## config.mk

```make
export PLATFORM = sky130hd
export DESIGN_NAME = dpll_loop_filter
export DESIGN_NICKNAME = d
export VERILOG_FILES = /design/src/rtl/dlf_pkg.sv /design/src/rtl/dlf_gain_lut.sv /design/src/rtl/dlf_clamp.sv /design/src/rtl/dlf_snapshot.sv /design/src/rtl/dpll_loop_filter.sv
export SDC_FILE = /design/constraint.sdc
export NUM_CORES = 1
export LEC_CHECK = 0
export BUFFER_PORTS_ARGS = -buffer_cell sky130_fd_sc_hd__buf_2
export CAP_MARGIN = 15
export CORE_MARGIN = 5
export CORE_UTILIZATION = 30
export CTS_CLUSTER_SIZE = 30
export DETAILED_ROUTE_END_ITERATION = 16
export PLACE_DENSITY = 0.47
export SKIP_CTS_REPAIR_TIMING = 1
export SYNTH_ARGS = -nofsm -noshare
export SYNTH_HDL_FRONTEND = slang
export SYNTH_SLANG_ARGS = --single-unit
export TNS_END_PERCENT = 1
```

## constraint.sdc

```tcl
create_clock -name clk_i -period 13.9 [get_ports clk_i]
set_input_delay 0.695 -clock clk_i [delete_from_list [all_inputs] [get_ports clk_i]]
set_output_delay 0.695 -clock clk_i [all_outputs]
set_load 0.05 [all_outputs]
```

## src/rtl/dlf_pkg.sv

```systemverilog
package dlf_pkg;
  localparam int SH_W     = 5;
  localparam int BW_MAX   = 5;
  localparam int DAMP_MAX = 5;

  typedef struct packed {
    logic [SH_W-1:0] p_sh;
    logic [SH_W-1:0] i_sh;
  } gain_t;
endpackage

```

## src/rtl/dlf_gain_lut.sv

```systemverilog
module dlf_gain_lut
  import dlf_pkg::*;
#(
  parameter int P_BASE = 6,
  parameter int I_BASE = 12
) (
  input  logic       auto_bw_i,
  input  logic       locked_i,
  input  logic [2:0] acq_bw_i,
  input  logic [2:0] lck_bw_i,
  input  logic [2:0] damp_i,
  output gain_t      gain_o
);
  logic [2:0] bw_sel, bw, d_raw, d;

  always_comb begin
    bw_sel = (auto_bw_i && !locked_i) ? acq_bw_i : lck_bw_i;
    bw     = (bw_sel > 3'(BW_MAX)) ? 3'(BW_MAX) : bw_sel;
    if (damp_i == 3'd0)             d_raw = 3'd1;
    else if (damp_i > 3'(DAMP_MAX)) d_raw = 3'(DAMP_MAX);
    else                            d_raw = damp_i;
    // narrow loops cannot use the highest damping settings
    if (bw == 3'd0 && d_raw > 3'd3)      d = 3'd3;
    else if (bw == 3'd1 && d_raw > 3'd4) d = 3'd4;
    else                                 d = d_raw;
    gain_o.p_sh = SH_W'(P_BASE - int'(bw));
    gain_o.i_sh = SH_W'(I_BASE - 2 * int'(bw) + 2 * (int'(d) - 1));
  end
endmodule

```

## src/rtl/dlf_clamp.sv

```systemverilog
module dlf_clamp #(
  parameter int IN_W = 26,
  parameter int W    = 24
) (
  input  logic signed [IN_W-1:0] x_i,
  input  logic signed [W-1:0]    lo_i,
  input  logic signed [W-1:0]    hi_i,
  output logic signed [W-1:0]    y_o
);
  logic signed [IN_W-1:0] lo_x, hi_x;
  assign lo_x = IN_W'(lo_i);
  assign hi_x = IN_W'(hi_i);

  always_comb begin
    if (x_i < lo_x)      y_o = lo_i;
    else if (x_i > hi_x) y_o = hi_i;
    else                 y_o = W'(x_i);
  end
endmodule

```

## src/rtl/dlf_snapshot.sv

```systemverilog
module dlf_snapshot #(
  parameter int W        = 24,
  parameter int TICK_CYC = 6250000,
  parameter int SNAP_N   = 2
) (
  input  logic                clk_i,
  input  logic                rst_ni,
  input  logic                en_i,
  input  logic signed [W-1:0] d_i,
  output logic signed [W-1:0] old_o
);
  localparam int CW = (TICK_CYC > 2) ? $clog2(TICK_CYC) : 1;
  localparam int PW = (SNAP_N > 2) ? $clog2(SNAP_N) : 1;

  logic [CW-1:0]       cnt_q;
  logic [PW-1:0]       ptr_q;
  logic                tick, cap;
  logic signed [W-1:0] slot_q [SNAP_N];

  assign tick = (cnt_q == CW'(TICK_CYC - 1));
  assign cap  = tick && en_i;

  always_ff @(posedge clk_i or negedge rst_ni) begin
    if (!rst_ni) begin
      cnt_q <= '0;
      ptr_q <= '0;
    end else begin
      cnt_q <= tick ? '0 : cnt_q + 1'b1;
      if (cap) ptr_q <= (ptr_q == PW'(SNAP_N - 1)) ? '0 : ptr_q + 1'b1;
    end
  end

  for (genvar g = 0; g < SNAP_N; g++) begin : g_slot
    always_ff @(posedge clk_i or negedge rst_ni) begin
      if (!rst_ni)                        slot_q[g] <= '0;
      else if (cap && ptr_q == PW'(g))    slot_q[g] <= d_i;
    end
  end

  // next slot to be written is the oldest one
  assign old_o = slot_q[ptr_q];
endmodule

```

## src/rtl/dpll_loop_filter.sv

```systemverilog
module dpll_loop_filter
  import dlf_pkg::*;
#(
  parameter int ERR_W    = 16,
  parameter int FREQ_W   = 24,
  parameter int ERR_SHL  = 8,
  parameter int P_BASE   = 6,
  parameter int I_BASE   = 12,
  parameter int TICK_CYC = 6250000,
  parameter int SNAP_N   = 2,
  parameter logic signed [FREQ_W-1:0] NOM_FREQ = '0
) (
  input  logic                     clk_i,
  input  logic                     rst_ni,
  input  logic signed [ERR_W-1:0]  err_i,
  input  logic                     err_vld_i,
  input  logic                     ref_ok_i,
  input  logic                     locked_i,
  input  logic                     hold_cmd_i,
  input  logic                     auto_bw_i,
  input  logic                     lim_int_i,
  input  logic                     free_run_i,
  input  logic [2:0]               acq_bw_i,
  input  logic [2:0]               lck_bw_i,
  input  logic [2:0]               damp_i,
  input  logic signed [FREQ_W-1:0] f_min_i,
  input  logic signed [FREQ_W-1:0] f_max_i,
  input  logic signed [FREQ_W-1:0] mclk_ofs_i,
  output logic signed [FREQ_W-1:0] freq_o,
  output logic                     mini_hold_o
);
  localparam int E_W = ERR_W + ERR_SHL;
  localparam int S_W = ((E_W > FREQ_W) ? E_W : FREQ_W) + 2;

  gain_t                   gain;
  logic signed [E_W-1:0]   e_scl, p_term, i_term;
  logic signed [S_W-1:0]   acc_sum, out_sum, fr_sum;
  logic signed [FREQ_W-1:0] acc_q, freq_q, acc_cl, acc_nxt, out_cl;
  logic signed [FREQ_W-1:0] hold_cl, fr_cl, snap_old, snap_cl;
  logic                    mini_q, mini_c, smp, at_lim, frz;

  dlf_gain_lut #(.P_BASE(P_BASE), .I_BASE(I_BASE)) u_lut (
    .auto_bw_i(auto_bw_i), .locked_i(locked_i), .acq_bw_i(acq_bw_i),
    .lck_bw_i(lck_bw_i), .damp_i(damp_i), .gain_o(gain)
  );

  assign e_scl  = {err_i, {ERR_SHL{1'b0}}};
  assign p_term = e_scl >>> gain.p_sh;
  assign i_term = e_scl >>> gain.i_sh;

  // isolation from the failed reference is combinational: same cycle
  assign mini_c = !ref_ok_i && !hold_cmd_i;
  assign smp    = err_vld_i && ref_ok_i && !hold_cmd_i;
  assign at_lim = (freq_q == f_min_i) || (freq_q == f_max_i);
  assign frz    = lim_int_i && at_lim;

  assign acc_sum = S_W'(acc_q) + S_W'(i_term);
  dlf_clamp #(.IN_W(S_W), .W(FREQ_W)) u_cl_acc (
    .x_i(acc_sum), .lo_i(f_min_i), .hi_i(f_max_i), .y_o(acc_cl));

  assign acc_nxt = frz ? acc_q : acc_cl;
  assign out_sum = S_W'(acc_nxt) + S_W'(p_term);
  dlf_clamp #(.IN_W(S_W), .W(FREQ_W)) u_cl_out (
    .x_i(out_sum), .lo_i(f_min_i), .hi_i(f_max_i), .y_o(out_cl));

  dlf_clamp #(.IN_W(FREQ_W), .W(FREQ_W)) u_cl_hold (
    .x_i(acc_q), .lo_i(f_min_i), .hi_i(f_max_i), .y_o(hold_cl));

  assign fr_sum = S_W'(NOM_FREQ) + S_W'(mclk_ofs_i);
  dlf_clamp #(.IN_W(S_W), .W(FREQ_W)) u_cl_fr (
    .x_i(fr_sum), .lo_i(f_min_i), .hi_i(f_max_i), .y_o(fr_cl));

  dlf_snapshot #(.W(FREQ_W), .TICK_CYC(TICK_CYC), .SNAP_N(SNAP_N)) u_snap (
    .clk_i(clk_i), .rst_ni(rst_ni), .en_i(ref_ok_i && !hold_cmd_i),
    .d_i(acc_q), .old_o(snap_old));

  dlf_clamp #(.IN_W(FREQ_W), .W(FREQ_W)) u_cl_snap (
    .x_i(snap_old), .lo_i(f_min_i), .hi_i(f_max_i), .y_o(snap_cl));

  always_ff @(posedge clk_i or negedge rst_ni) begin
    if (!rst_ni) begin
      acc_q  <= '0;
      freq_q <= '0;
      mini_q <= 1'b0;
    end else begin
      mini_q <= mini_c;
      if (smp && !frz) acc_q <= acc_cl;
      if (hold_cmd_i)  freq_q <= hold_cl;
      else if (mini_c) freq_q <= free_run_i ? fr_cl : snap_cl;
      else if (smp)    freq_q <= out_cl;
    end
  end

  assign freq_o      = freq_q;
  assign mini_hold_o = mini_q;
endmodule

```

**After elaboration in Yosys (flattened, before gate mapping)**

Cells that the tools add are included.
W data, S select, Z words.

- Order comparisons: 15
- Bitwise gates (word level): 2
- Shift operators: 2
- Mux-type cells: 26
- Reduce and logical (&&, ||, !) cells: 20
- Add/subtract/negate cells: 8
- Equality and inequality tests: 4

Operators with widths:

| operator | number |
|---|---|
| $mux W24 | 18 |
| $gt A24 B24 Y1 | 3 |
| $lt A24 B24 Y1 | 3 |
| $add A24 B24 Y25 | 2 |
| $gt A25 B24 Y1 | 2 |
| $lt A25 B24 Y1 | 2 |
| $eq A24 B24 Y1 | 2 |
| $sshr A24 B5 Y24 | 2 |
| $add A23 B1 Y23 const B | 1 |
| $eq A23 B23 Y1 const B | 1 |
| $mux W23 | 1 |
| $mux W3 | 6 |
| $logic_and A1 B1 Y1 | 12 |
| $gt A3 B3 Y1 const B | 3 |
| $logic_not A3 Y1 | 2 |
| $add A5 B5 Y5 | 1 |
| $sub A4 B4 Y5 const A | 1 |
| $logic_not A1 Y1 | 4 |
| $sub A3 B1 Y4 const B | 1 |
| $sub A3 B3 Y4 const A | 1 |
| $eq A3 B1 Y1 const B | 1 |
| $gt A3 B2 Y1 const B | 1 |
| $reduce_bool A3 Y1 | 1 |
| $ge A2 B2 Y1 const B | 1 |
| other kinds (5) | 5 |

- Register bits after elaboration: 121
- Output and inout bits: 25
- Logic and storage cells: 84

**Longest topological paths before layout**

Gate-level depths: netlist of the first run.

- Depth after elaboration: 24
- Depth in mapped cells: 66
- Gate-level depth less buffers: 62

**Hierarchy**

Synthesis of the first run repeated with hierarchy kept, for this count alone.

- Cells, all modules: 2496
- Area total of the unflattened synthesis: 20636.0 um2

By module, submodules not included:

| module | cells each | instances | area an instance (um2) |
|---|---|---|---|
| dpll_loop_filter | 944 | 1 | 7632.3 |
| dlf_clamp at u_cl_acc ... | 233 | 3 | 1844.3 |
| dlf_clamp at u_cl_hold ... | 282 | 2 | 1914.3 |
| dlf_snapshot | 233 | 1 | 3183.1 |
| dlf_gain_lut | 56 | 1 | 459.2 |

**Least setup slack after synthesis of the first run**

Ideal clock, no wire load.

- Path kind: input port to flip-flop
- Start point: in locked_i
- End point: reg freq_q[20] (netlist: freq_o[20])
- Path slack: 909 ps
- Setup time: 126 ps
- Stages on the path: 60
- Path buffers: 5
- Arrival: 12865 ps
- Path through: nand2b_1 -> a211oi_1 -> a21oi_1 -> clkbuf_1 -> inv_1 -> ha_1 -> nand2_1 -> nand2_1 -> nor2_1 -> nor2_1 -> o21ai_0 -> ha_1 -> ha_1 -> inv_1 -> fa_1 -> buf_1 -> clkbuf_1 -> o21ai_0 -> (+24 left out) -> ha_1 -> a21oi_2 -> nor2_1 -> a2111oi_2 -> o21ai_2 -> o311a_4 -> nor4b_1 -> a311oi_1 -> ha_1 -> nand4_1 -> nor4_1 -> nand2_1 -> and3_1 -> o21a_1 -> nor2_1 -> nor2_1 -> a2111o_1 -> a311o_1

- Cells in the longest elaborated chain, start to end: 24

RTL lines:

| what | RTL line | text |
|---|---|---|
| from (decl) | dpll_loop_filter.sv:18 | `input logic locked_i,` |
| $logic_not A1 Y1 (*) | dlf_gain_lut.sv:17 | `bw_sel = (auto_bw_i && !locked_i) ? acq_bw_i : lck_bw_i;` |
| $logic_and A1 B1 Y1 (*) | dlf_gain_lut.sv:17 |  |
| $mux W3 (*) | dlf_gain_lut.sv:17 |  |
| $gt A3 B3 Y1 | dlf_gain_lut.sv:18 | `bw = (bw_sel > 3'(BW_MAX)) ? 3'(BW_MAX) : bw_sel;` |
| $mux W3 (*) | dlf_gain_lut.sv:18 |  |
| $eq A3 B1 Y1 | dlf_gain_lut.sv:24 | `else if (bw == 3'd1 && d_raw > 3'd4) d = 3'd4;` |
| $logic_and A1 B1 Y1 | dlf_gain_lut.sv:24 |  |
| $mux W3 | dlf_gain_lut.sv:24 |  |
| (+8 left out) | n/a |  |
| $mux W24 | dpll_loop_filter.sv:61 | `assign acc_nxt = frz ? acc_q : acc_cl;` |
| $add A24 B24 Y25 (*) | dpll_loop_filter.sv:62 | `assign out_sum = S_W'(acc_nxt) + S_W'(p_term);` |
| $gt A25 B24 Y1 | dlf_clamp.sv:16 | `else if (x_i > hi_x) y_o = hi_i;` |
| $mux W24 | dlf_clamp.sv:16 |  |
| $mux W24 (*) | dlf_clamp.sv:15 | `if (x_i < lo_x) y_o = lo_i;` |
| $mux W24 (*) | dpll_loop_filter.sv:90 | `else if (smp) freq_q <= out_cl;` |
| $mux W24 (*) | dpll_loop_filter.sv:89 | `else if (mini_c) freq_q <= free_run_i ? fr_cl : snap_cl;` |
| $mux W24 (*) | dpll_loop_filter.sv:88 | `if (hold_cmd_i) freq_q <= hold_cl;` |
| to (signal assigned) | dpll_loop_filter.sv:88 |  |
| to (signal assigned) | dpll_loop_filter.sv:89 |  |
| to (signal assigned) | dpll_loop_filter.sv:90 |  |
| to (decl) | dpll_loop_filter.sv:38 | `logic signed [FREQ_W-1:0] acc_q, freq_q, acc_cl, acc_nxt, out_cl;` |

Every way passes the cells marked *; elsewhere a longest branch is shown, timed or not. The select of a mux whose other input is x is not followed.
A chain may end at the register's enable or synchronous reset.

**Final worst setup path of the first run**

- Start point: in locked_i
- End point: reg freq_q[3] (netlist: freq_o[3])

Same word-level chain as after synthesis.

==> results of run 1 <==
-- cell type report --
| cell class | count | share of cell area |
|---|---|---|
| Clock inverter | 15 | 0.00809 |
| Multi-Input combinational cell | 1885 | 0.695 |
| Tap cell | 773 | 0.0466 |
| Timing Repair Buffer | 218 | 0.0651 |
| Sequential cell | 121 | 0.146 |
| Clock buffer | 17 | 0.0205 |
| Inverter | 100 | 0.0181 |
-- synth_stat cells, types with 16 or more instances --
library cell	n	share of area
mux2_2	116	0.072
nand4_1	45	0.016
o211ai_1	39	0.016
o22ai_1	19	0.0066
nor2_1	106	0.022
and3_1	16	0.0056
o21a_1	24	0.010
nand2_1	180	0.037
a21oi_1	193	0.054
nor3_1	72	0.020
o21ai_0	134	0.037
ha_1	297	0.21
nor2b_1	18	0.0062
dfrtp_1	121	0.17
xnor2_1	55	0.027
a211oi_1	28	0.012
buf_2	16	0.0044
nor4_1	18	0.0062
a21o_1	46	0.019
inv_1	98	0.020
mux2i_1	84	0.047
clkbuf_1	64	0.013
a31oi_1	22	0.0076
nand3_1	69	0.019
xor2_1	54	0.026
-- worst register-to-register path: cells and delay by family, from the launching register on --
family / cells / cell delay, ns
adder cells (fa/ha/maj): 4 / 1.24
AO/OA/AOI/OAI: 18 / 4.12
buffers and inverters: 4 / 0.75
XOR/XNOR: 1 / 0.19
multiplexers: 3 / 0.69
flip-flops: 1 / 0.77
AND/OR/NAND/NOR: 10 / 2.22
-- logic make-up (layout without fill, tap and decap cells) --
family	after synthesis	in the layout	synth area share
DFF	121	121	0.168
adders and majority gates	300	300	0.209
AOI/OAI and AO/OA	662	662	0.241
buffers and inverters	187	350	0.0403
xor gates and xnor gates	109	109	0.0530
and+or+nand+nor	612	612	0.167
other	1	1	0.000208
muxes	201	201	0.120
-- worst max-delay path by stage --
stage / slack (ns) / to / start / depth (start not counted)
after floorplan: 0.91 / freq_o[20] / locked_i / 60
after global placement: -0.38 / freq_o[6] / locked_i / 58
after detailed placement: -0.52 / freq_o[6] / locked_i / 58
after CTS: -0.03 / freq_o[6] / locked_i / 58
after global routing: -0.13 / freq_o[13] / locked_i / 61
final: 0.63 / freq_o[3] / locked_i / 58
-- through the flow --
stage / hold WS, ns / util
floorplan: 0.399 / -
global placement: 0.459 / 0.339
detailed placement: 0.468 / 0.339
CTS: 0.314 / 0.349
global route: 0.369 / 0.350
finish: 0.298 / 0.350
-- registers in the layout (all words and copies together), names as in the netlist --
register	count
acc_q	24
freq_o	24
mini_hold_o	1
u_snap.cnt_q	23
u_snap.ptr_q	1
u_snap.slot_q	48
-- routing by layer --
| metal | GRT usage | vias up | part of all wire |
|---|---|---|---|
| met4 | 0.145 | 6 | 0.059 |
| met2 | 0.428 | 942 | 0.43 |
| met5 | 0.00586 | - | 0.00089 |
| li1 | - | 8640 | - |
| met3 | 0.0592 | 230 | 0.088 |
| met1 | 0.359 | 9197 | 0.42 |
==> summary.md, run 1 <==
| Metric | Value |
|---|---|
| Nets@finish | ~2700 |
| Placed cells | between 3000 and 4000 |
| Worst clock skew | between 0.01 and 0.015 ns |
| Placer congestion estimate | approximately 1.0 |
| Global-route wire length before repair | roughly 130000 um |
| Worst setup margin | about 0.63 ns |
| Antenna diodes | 0 |
| Die W | around 260 um |
| Final Cycle Share | 0.954 |
| Total gr overflow | 0 |
| Largest delay share family, worst path | compound AO/OA/AOI/OAI gates |
| Routed Antenna Nets | 0 |
| Rows | 89 |
| Area grow syn2layout | 15.0% |
| Syn avg cell area | 8.22 um2 |
| Vias in the first global route | 18300 |
| Final Max Tran Viols | 0 |
| TritonCTS clock tree | yes |
| Slowest cell on crit path | fa_2 |
| CTS Buffer Depth | 2 |
| Most common cell after layout, fill and taps aside | ha_1 |
| WL final | 92000 um |
| Fillcell total | between 6000 and 7000 |
| Clk sinks | around 120 |
| Final setup violation count | 0 |
| Worst-path fanout max | 8 |
| FF+latch count, synth | around 120 |
| Routed wire length per instance | just under 30 um |
| DIE AREA | 65100 um2 |
| Clock root buffer | clkbuf_16 |
| Slew margin rel. | 0.256 |
| Number of flops mapped to enable cells by yosys | 0 |
| Skew-Pair Late Insertion Delay | approximately 0.48 ns |
| Via/cell ratio | 6.08 |
| Hold WC Path Type | input pin to async pin |
| Yosys warning total | 0 |
| Initial Util | 0.304 |
| Via Count | ~19000 |
| Core area | about 59000 um2 |
| Iteration-0 DRC Markers | between 1500 and 2000 |
| Status | complete, no violations |
| Die Ht | ~260 um |
| Post-Syn Area | around 18000 um2 |
| CP endpoint kind | flop |
| DRT Pass-1 Iters | 6 |
| Finished Layout Cells | 3129 |
| Asr flop ratio synth | 1.00 |
| Register area share after synthesis | 0.168 |
| DP Area | approximately 20000 um2 |
| DRC | 0 |
| Final Cell Area | around 21000 um2 |
| Share of cells above drive strength 1 | 0.180 |
| H-tree depth | 4 |
| Unique masters post-synth | 84 |
| Placed wire-length estimate | 74000 um |
| Final-report hold violation count | 0 |
| WP data required | roughly 14 ns |
| Worst Max-Slew Pin Slew | 1.11 ns |
| Multi-input gate area | around 14000 um2 |
| Fin crit period | ~13 ns |
| CTS clock-pin slew for the worst setup and hold paths | about 0.070 ns |
| Largest net degree at the start of global routing | between 60 and 70 |
| Worst r2r src | acc_q[6] |
| Pre-CTS WS | -0.524 ns |
| Setup TNS | 0 ns |
| Critical path class | input pin to flop |
| Worst reg2reg setup slack | between 3 and 4 ns |
| Syn nets | between 2000 and 3000 |
| WP buf/inv | 7 |
| Most used cell, CP | ha_1 |
| TritonCTS Buffers | 17 |
| Crit path largest cell delay | 0.65 ns |
| Post-Synthesis Cells | about 2200 |
| IO Pins | 131 |
| Reg-to-Reg End | freq_o[3] |
| Worst R2R Path Depth | 40 |
| Initial antenna violation count | 3 |
| Global-route usage over all layers | 0.275 |
| Commonest cells after routing, fill and taps aside | 297 x ha_1, 190 x a21oi_1, 179 x nand2_1 |
| Most used DFF post-synth | dfrtp_1 |
| PortBufs | 130 |
| CP Data Arrival Time | 13.66 ns |
| F_max | about 0.075 GHz |
| Number of max-cap violations | 0 |
| FF/Latch Area | 3030 um2 |
| Setup crit start kind | input pin |
Power of run 1 is left out: the tool's default activity adds up to more than one toggle a clock period on the data nets, which glitch-free logic cannot reach.
==> run 2, diff against run 1 <==
PLACE_DENSITY = unset   (was 0.47)
PLACE_DENSITY_LB_ADDON = 0.08   (was unset)
==> run 2 against run 1 <==
Clock skew grew 0.0031 ns; non-clock buffer count decreased by 6; routed wire length rose by 3.2%; via count is 0.16% higher; worst hold slack worse by 0.13 ns; design area rose by 0.14%; global-route usage grew 0.92 points; die area is the same; critical path depth rose by 1; sequential cell count unchanged; highest routed layer is now met4; critical path type unchanged; maximum frequency rose by 1.4%; sequential share of layout area is essentially flat.
==> summary.md, run 2 (synthesis gave the netlist of run 1 again) <==
| Metric | Value |
|---|---|
| CTS Buffer Depth | 2 (unchanged) |
| Worst clock skew | 0.0159 ns (+0.00306 ns) |
| Global-route wire length before repair | 134000 um (+3.4%) |
| H-tree depth | 4 (unchanged) |
| Routed Antenna Nets | 0 (unchanged) |
| Fin crit period | 13.09 ns (-0.182 ns) |
| Via Count | 19000 (+0.16%) |
| Core area | 59200 um2 (unchanged) |
| Top reg by flops | u_snap.slot_q |
| DRT Pass-1 Iters | 6 (unchanged) |
| Most used cell, CP | ha_1 |
| Routed wire length per instance | 30.4 um (+3.3%) |
| Hold WC Path Type | input pin to async pin |
| Post-Route Utilization | 0.350 (+0.000486) |
| Nets@finish | 2743 (-0.22%) |
| WP data required | 14.31 ns (about the same) |
| Most common cell after layout, fill and taps aside | ha_1 |
| Max reg flops | 48 (unchanged) |
| Status | complete, no violations |
| WL final | 94900 um (+3.2%) |
| CP Data Arrival Time | 13.49 ns (-0.17 ns) |
| Multi-input gate area | 14500 um2 (+0.54%) |
| Number of max-cap violations | 0 (unchanged) |
| Total gr overflow | 0 (unchanged) |
| Crit path largest cell delay | 0.63 ns (-0.02 ns) |
| Placed wire-length estimate | 75800 um (+2.5%) |
| Fillcell total | 6211 (+0.048%) |
| Final Max Tran Viols | 0 (unchanged) |
| Worst-path fanout max | 7 (-1) |
| Skew-Pair Late Insertion Delay | 0.50 ns (+0.02 ns) |
| PortBufs | 130 (unchanged) |
| Clock root buffer | clkbuf_16 |
| Vias in the first global route | 18300 (+0.23%) |
| Worst Max-Slew Pin Slew | 1.20 ns (+0.0804 ns) |
| TritonCTS clock tree | yes |
| Clk sinks | 121 (unchanged) |
| Initial antenna violation count | 0 (-3) |
| DRC | 0 (unchanged) |
| Area grow syn2layout | 15.2% |
| IO Pins | 131 (unchanged) |
| CP endpoint kind | flop |
| Critical path class | input pin to flop |
| Via/cell ratio | 6.10 (+0.32%) |
| Slew margin rel. | 0.200 (-0.0561) |
| Die Ht | 255 um (unchanged) |
| DIE AREA | 65100 um2 (unchanged) |
| Global-route usage over all layers | 0.285 (+0.00916) |
| Rows | 89 (unchanged) |
| FF/Latch Area | 3030 um2 (about the same) |
| Share of cells above drive strength 1 | 0.181 (+0.00131) |
| Iteration-0 DRC Markers | 1749 (-5.6%) |
| Slowest cell on crit path | fa_1 |
| TritonCTS Buffers | 17 (unchanged) |
| CTS clock-pin slew for the worst setup and hold paths | 0.08 ns (about the same) |
| Largest net degree at the start of global routing | 64 (+3.2%) |
| Initial Util | 0.304 (unchanged) |
| Die W | 255 um (unchanged) |
| Final Cycle Share | 0.941 (-0.0131) |
| Final-report hold violation count | 0 (unchanged) |
| Commonest cells after routing, fill and taps aside | 295 x ha_1, 190 x a21oi_1, 180 x nand2_1 |
| F_max | 0.0764 GHz (+1.4%) |
| Placer congestion estimate | 0.992 (-0.90%) |
| Final setup violation count | 0 (unchanged) |
| Setup crit start kind | input pin |
-- run 2: cell type report --
class,count,area share
antenna,1,0.000121
clock buffer,17,0.0205
clock inverter,15,0.00814
inverter,100,0.0181
multi-input combinational,1885,0.698
sequential,121,0.146
tap,773,0.0466
timing repair buffer,212,0.0625
-- run 2: through the flow --
step	cell area, um2	setup TNS (ns)	hold WS (ns)	setup slack [ns]	std cells
2_1_floorplan	18000	0	0.399	0.909	2193
3_3_place_gp	20000	-5.19	0.462	-0.636	3087
5_1_grt	20800	-0.226	0.225	-0.0520	3123
4_1_cts	20600	-0.215	0.193	-0.112	3119
3_5_place_dp	20000	-6.80	0.470	-0.622	3087
6_report	20800	0	0.172	0.814	3124
-- run 2: worst paths after layout --
path,cells past startpoint,end,slack [ns],from
setup / recovery,59,freq_o[12],0.81,locked_i
hold / removal,1,freq_o[16],0.17,rst_ni
setup reg to reg,39,freq_o[12],4.04,acc_q[0]
hold reg to reg,2,u_snap.slot_q[21],0.48,u_snap.slot_q[21]
max in group asynchronous,2,acc_q[9],12.38,rst_ni
min in group clk_i,2,u_snap.slot_q[21],0.48,u_snap.slot_q[21]
-- run 2: critical path, delay by kind of cell --
family                   cells  cell delay (ns)
adder cells (fa/ha/maj)      9             2.87
AO/OA/AOI/OAI               23             4.96
buffers and inverters        8             1.18
AND/OR/NAND/NOR             15             3.03
multiplexers                 4             0.73
-- run 2: metal layers --
layer / global-route usage / wire length (um) / vias to the layer above / share of wire
li1: - / - / 8632 / -
met1: 0.373 / 40600 / 9409 / 0.43
met2: 0.452 / 42200 / 816 / 0.44
met3: 0.0640 / 7490 / 188 / 0.079
met4: 0.120 / 4650 / 0 / 0.049
met5: 0 / 0 / - / 0
Power of run 2 is left out for the same reason.
==> run 3, diff against run 2 <==
CELL_PAD_IN_SITES_DETAIL_PLACEMENT = 0   (was unset)
CELL_PAD_IN_SITES_GLOBAL_PLACEMENT = 2   (was unset)
CORE_UTILIZATION = 41   (was 30)
==> run 3 against run 2 <==
Worst hold slack got worse by 0.065 ns; first-iteration DRC count increased by 18%; clock skew increased by 0.010 ns.
==> summary.md, run 3 (synthesis gave the netlist of run 1 again) <==
| Metric | Value |
|---|---|
| WP data required | 14.27 ns (-0.04 ns) |
| Multi-input gate area | 14400 um2 (-0.57%) |
| F_max | 0.0763 GHz (about the same) |
| Nets@finish | 2745 (+0.073%) |
| CP endpoint kind | flop |
| TritonCTS Buffers | 17 (unchanged) |
| Setup crit start kind | input pin |
| Number of max-cap violations | 0 (unchanged) |
| CP Data Arrival Time | 13.47 ns (-0.02 ns) |
| DRT Pass-1 Iters | 5 (-1) |
| DRC | 0 (unchanged) |
| Final-report hold violation count | 0 (unchanged) |
| Die W | 220 um (-14%) |
| Fin crit period | 13.10 ns (+0.0124 ns) |
| Rows | 76 (-15%) |
| Skew-Pair Late Insertion Delay | 0.48 ns (-0.02 ns) |
| Largest net degree at the start of global routing | 59 (-7.8%) |
| Crit path largest cell delay | 0.56 ns (-0.07 ns) |
| PortBufs | 130 (unchanged) |
| Total gr overflow | 0 (unchanged) |
| Area grow syn2layout | 13.2% |
| WL final | 90600 um (-4.5%) |
| Global-route wire length before repair | 129000 um (-3.7%) |
| Most common cell after layout, fill and taps aside | ha_1 |
| CTS clock-pin slew for the worst setup and hold paths | 0.08 ns (about the same) |
| Worst Max-Slew Pin Slew | 1.04 ns (-0.157 ns) |
| Critical path class | input pin to flop |
| WP buf/inv | 7 (-1) |
| DIE AREA | 48300 um2 (-26%) |
| Max reg flops | 48 (unchanged) |
| Final Max Tran Viols | 0 (unchanged) |
| Core area | 43300 um2 (-27%) |
| Via Count | 19200 (+0.94%) |
| Clk sinks | 121 (unchanged) |
| Routed wire length per instance | 30.9 um (+1.6%) |
| Largest delay share family, worst path | compound AO/OA/AOI/OAI gates |
| Placed wire-length estimate | 71700 um (-5.4%) |
| Top reg by flops | u_snap.slot_q |
| Worst clock skew | 0.0261 ns (+0.0102 ns) |
| Final Cell Area | 20400 um2 (-1.7%) |
| H-tree depth | 4 (unchanged) |
| Final setup violation count | 0 (unchanged) |
| CTS Buffer Depth | 2 (unchanged) |
| Share of cells above drive strength 1 | 0.177 (-0.00441) |
| Fillcell total | 4299 (-31%) |
| Hold WC Path Type | input pin to async pin |
| Slowest cell on crit path | fa_1 |
| TritonCTS clock tree | yes |
| Most used cell, CP | ha_1 |
| Iteration-0 DRC Markers | 2066 (+18%) |
| Initial Util | 0.417 (+0.112) |
| Slew margin rel. | 0.306 (+0.106) |
| FF/Latch Area | 3030 um2 (about the same) |
| Commonest cells after routing, fill and taps aside | 296 x ha_1, 191 x a21oi_1, 179 x nand2_1 |
| IO Pins | 131 (unchanged) |
| Final Cycle Share | 0.942 (about the same) |
| Via/cell ratio | 6.55 (+7.4%) |
| Pre-CTS WS | -0.362 ns (+0.260 ns) |
| Routed Antenna Nets | 0 (unchanged) |
| Vias in the first global route | 18400 (+0.58%) |
| Placer congestion estimate | 1.02 (+3.2%) |
| Initial antenna violation count | 2 (+2) |
| Worst reg2reg setup slack | 3.99 ns (-0.05 ns) |
| Die Ht | 220 um (-14%) |
| Antenna diodes | 0 (-1) |
| Worst setup margin | 0.802 ns (-0.0124 ns) |
| Worst-path fanout max | 14 (+7) |
| DP Area | 19700 um2 (-1.4%) |
| Status | complete, no violations |
| Clock root buffer | clkbuf_16 |
| Global-route usage over all layers | 0.368 (+0.0839) |
-- run 3: metrics by stage --
stage                      util  hold slack [ns]  instances  setup TNS (ns)
after floorplan               -            0.399       2193               0
after global placement    0.456            0.458       2895           -5.03
after detailed placement  0.456            0.466       2895           -4.11
after CTS                 0.468           0.0771       2927               0
after global routing      0.472            0.109       2937         -0.0232
final                     0.472            0.107       2937               0
-- run 3: cell type report --
cell class / count / area share
multi-input combinational: 1885 / 0.706
tap: 585 / 0.0359
sequential: 121 / 0.148
clock inverter: 13 / 0.00478
inverter: 100 / 0.0184
clock buffer: 19 / 0.0217
timing repair buffer: 214 / 0.0647
-- run 3: path summary, 6_finish.rpt --
path,start,to,cells after the start
max in group asynchronous,rst_ni,u_snap.ptr_q,2
min,rst_ni,freq_o[23],1
min in group clk_i,u_snap.slot_q[21],u_snap.slot_q[21],2
min reg2reg,u_snap.slot_q[21],u_snap.slot_q[21],2
max reg2reg,acc_q[0],freq_o[20],42
max,locked_i,freq_o[20],59
-- run 3: metal layers --
layer	GRT usage	share of wire	vias up
met2	0.570	0.43	976
li1	-	-	8635
met3	0.0969	0.090	254
met1	0.470	0.41	9357
met5	0	0.00017	-
met4	0.197	0.061	2
-- run 3: worst reg2reg max path: cells and delay by family (launching register included) --
family	cells	cell delay (ns)
AOI/OAI and AO/OA	17	3.58
adders and majority gates	5	1.72
DFF	1	0.52
buffers and inverters	4	0.72
and+or+nand+nor	14	2.67
muxes	2	0.59
Power of run 3 is left out for the same reason.
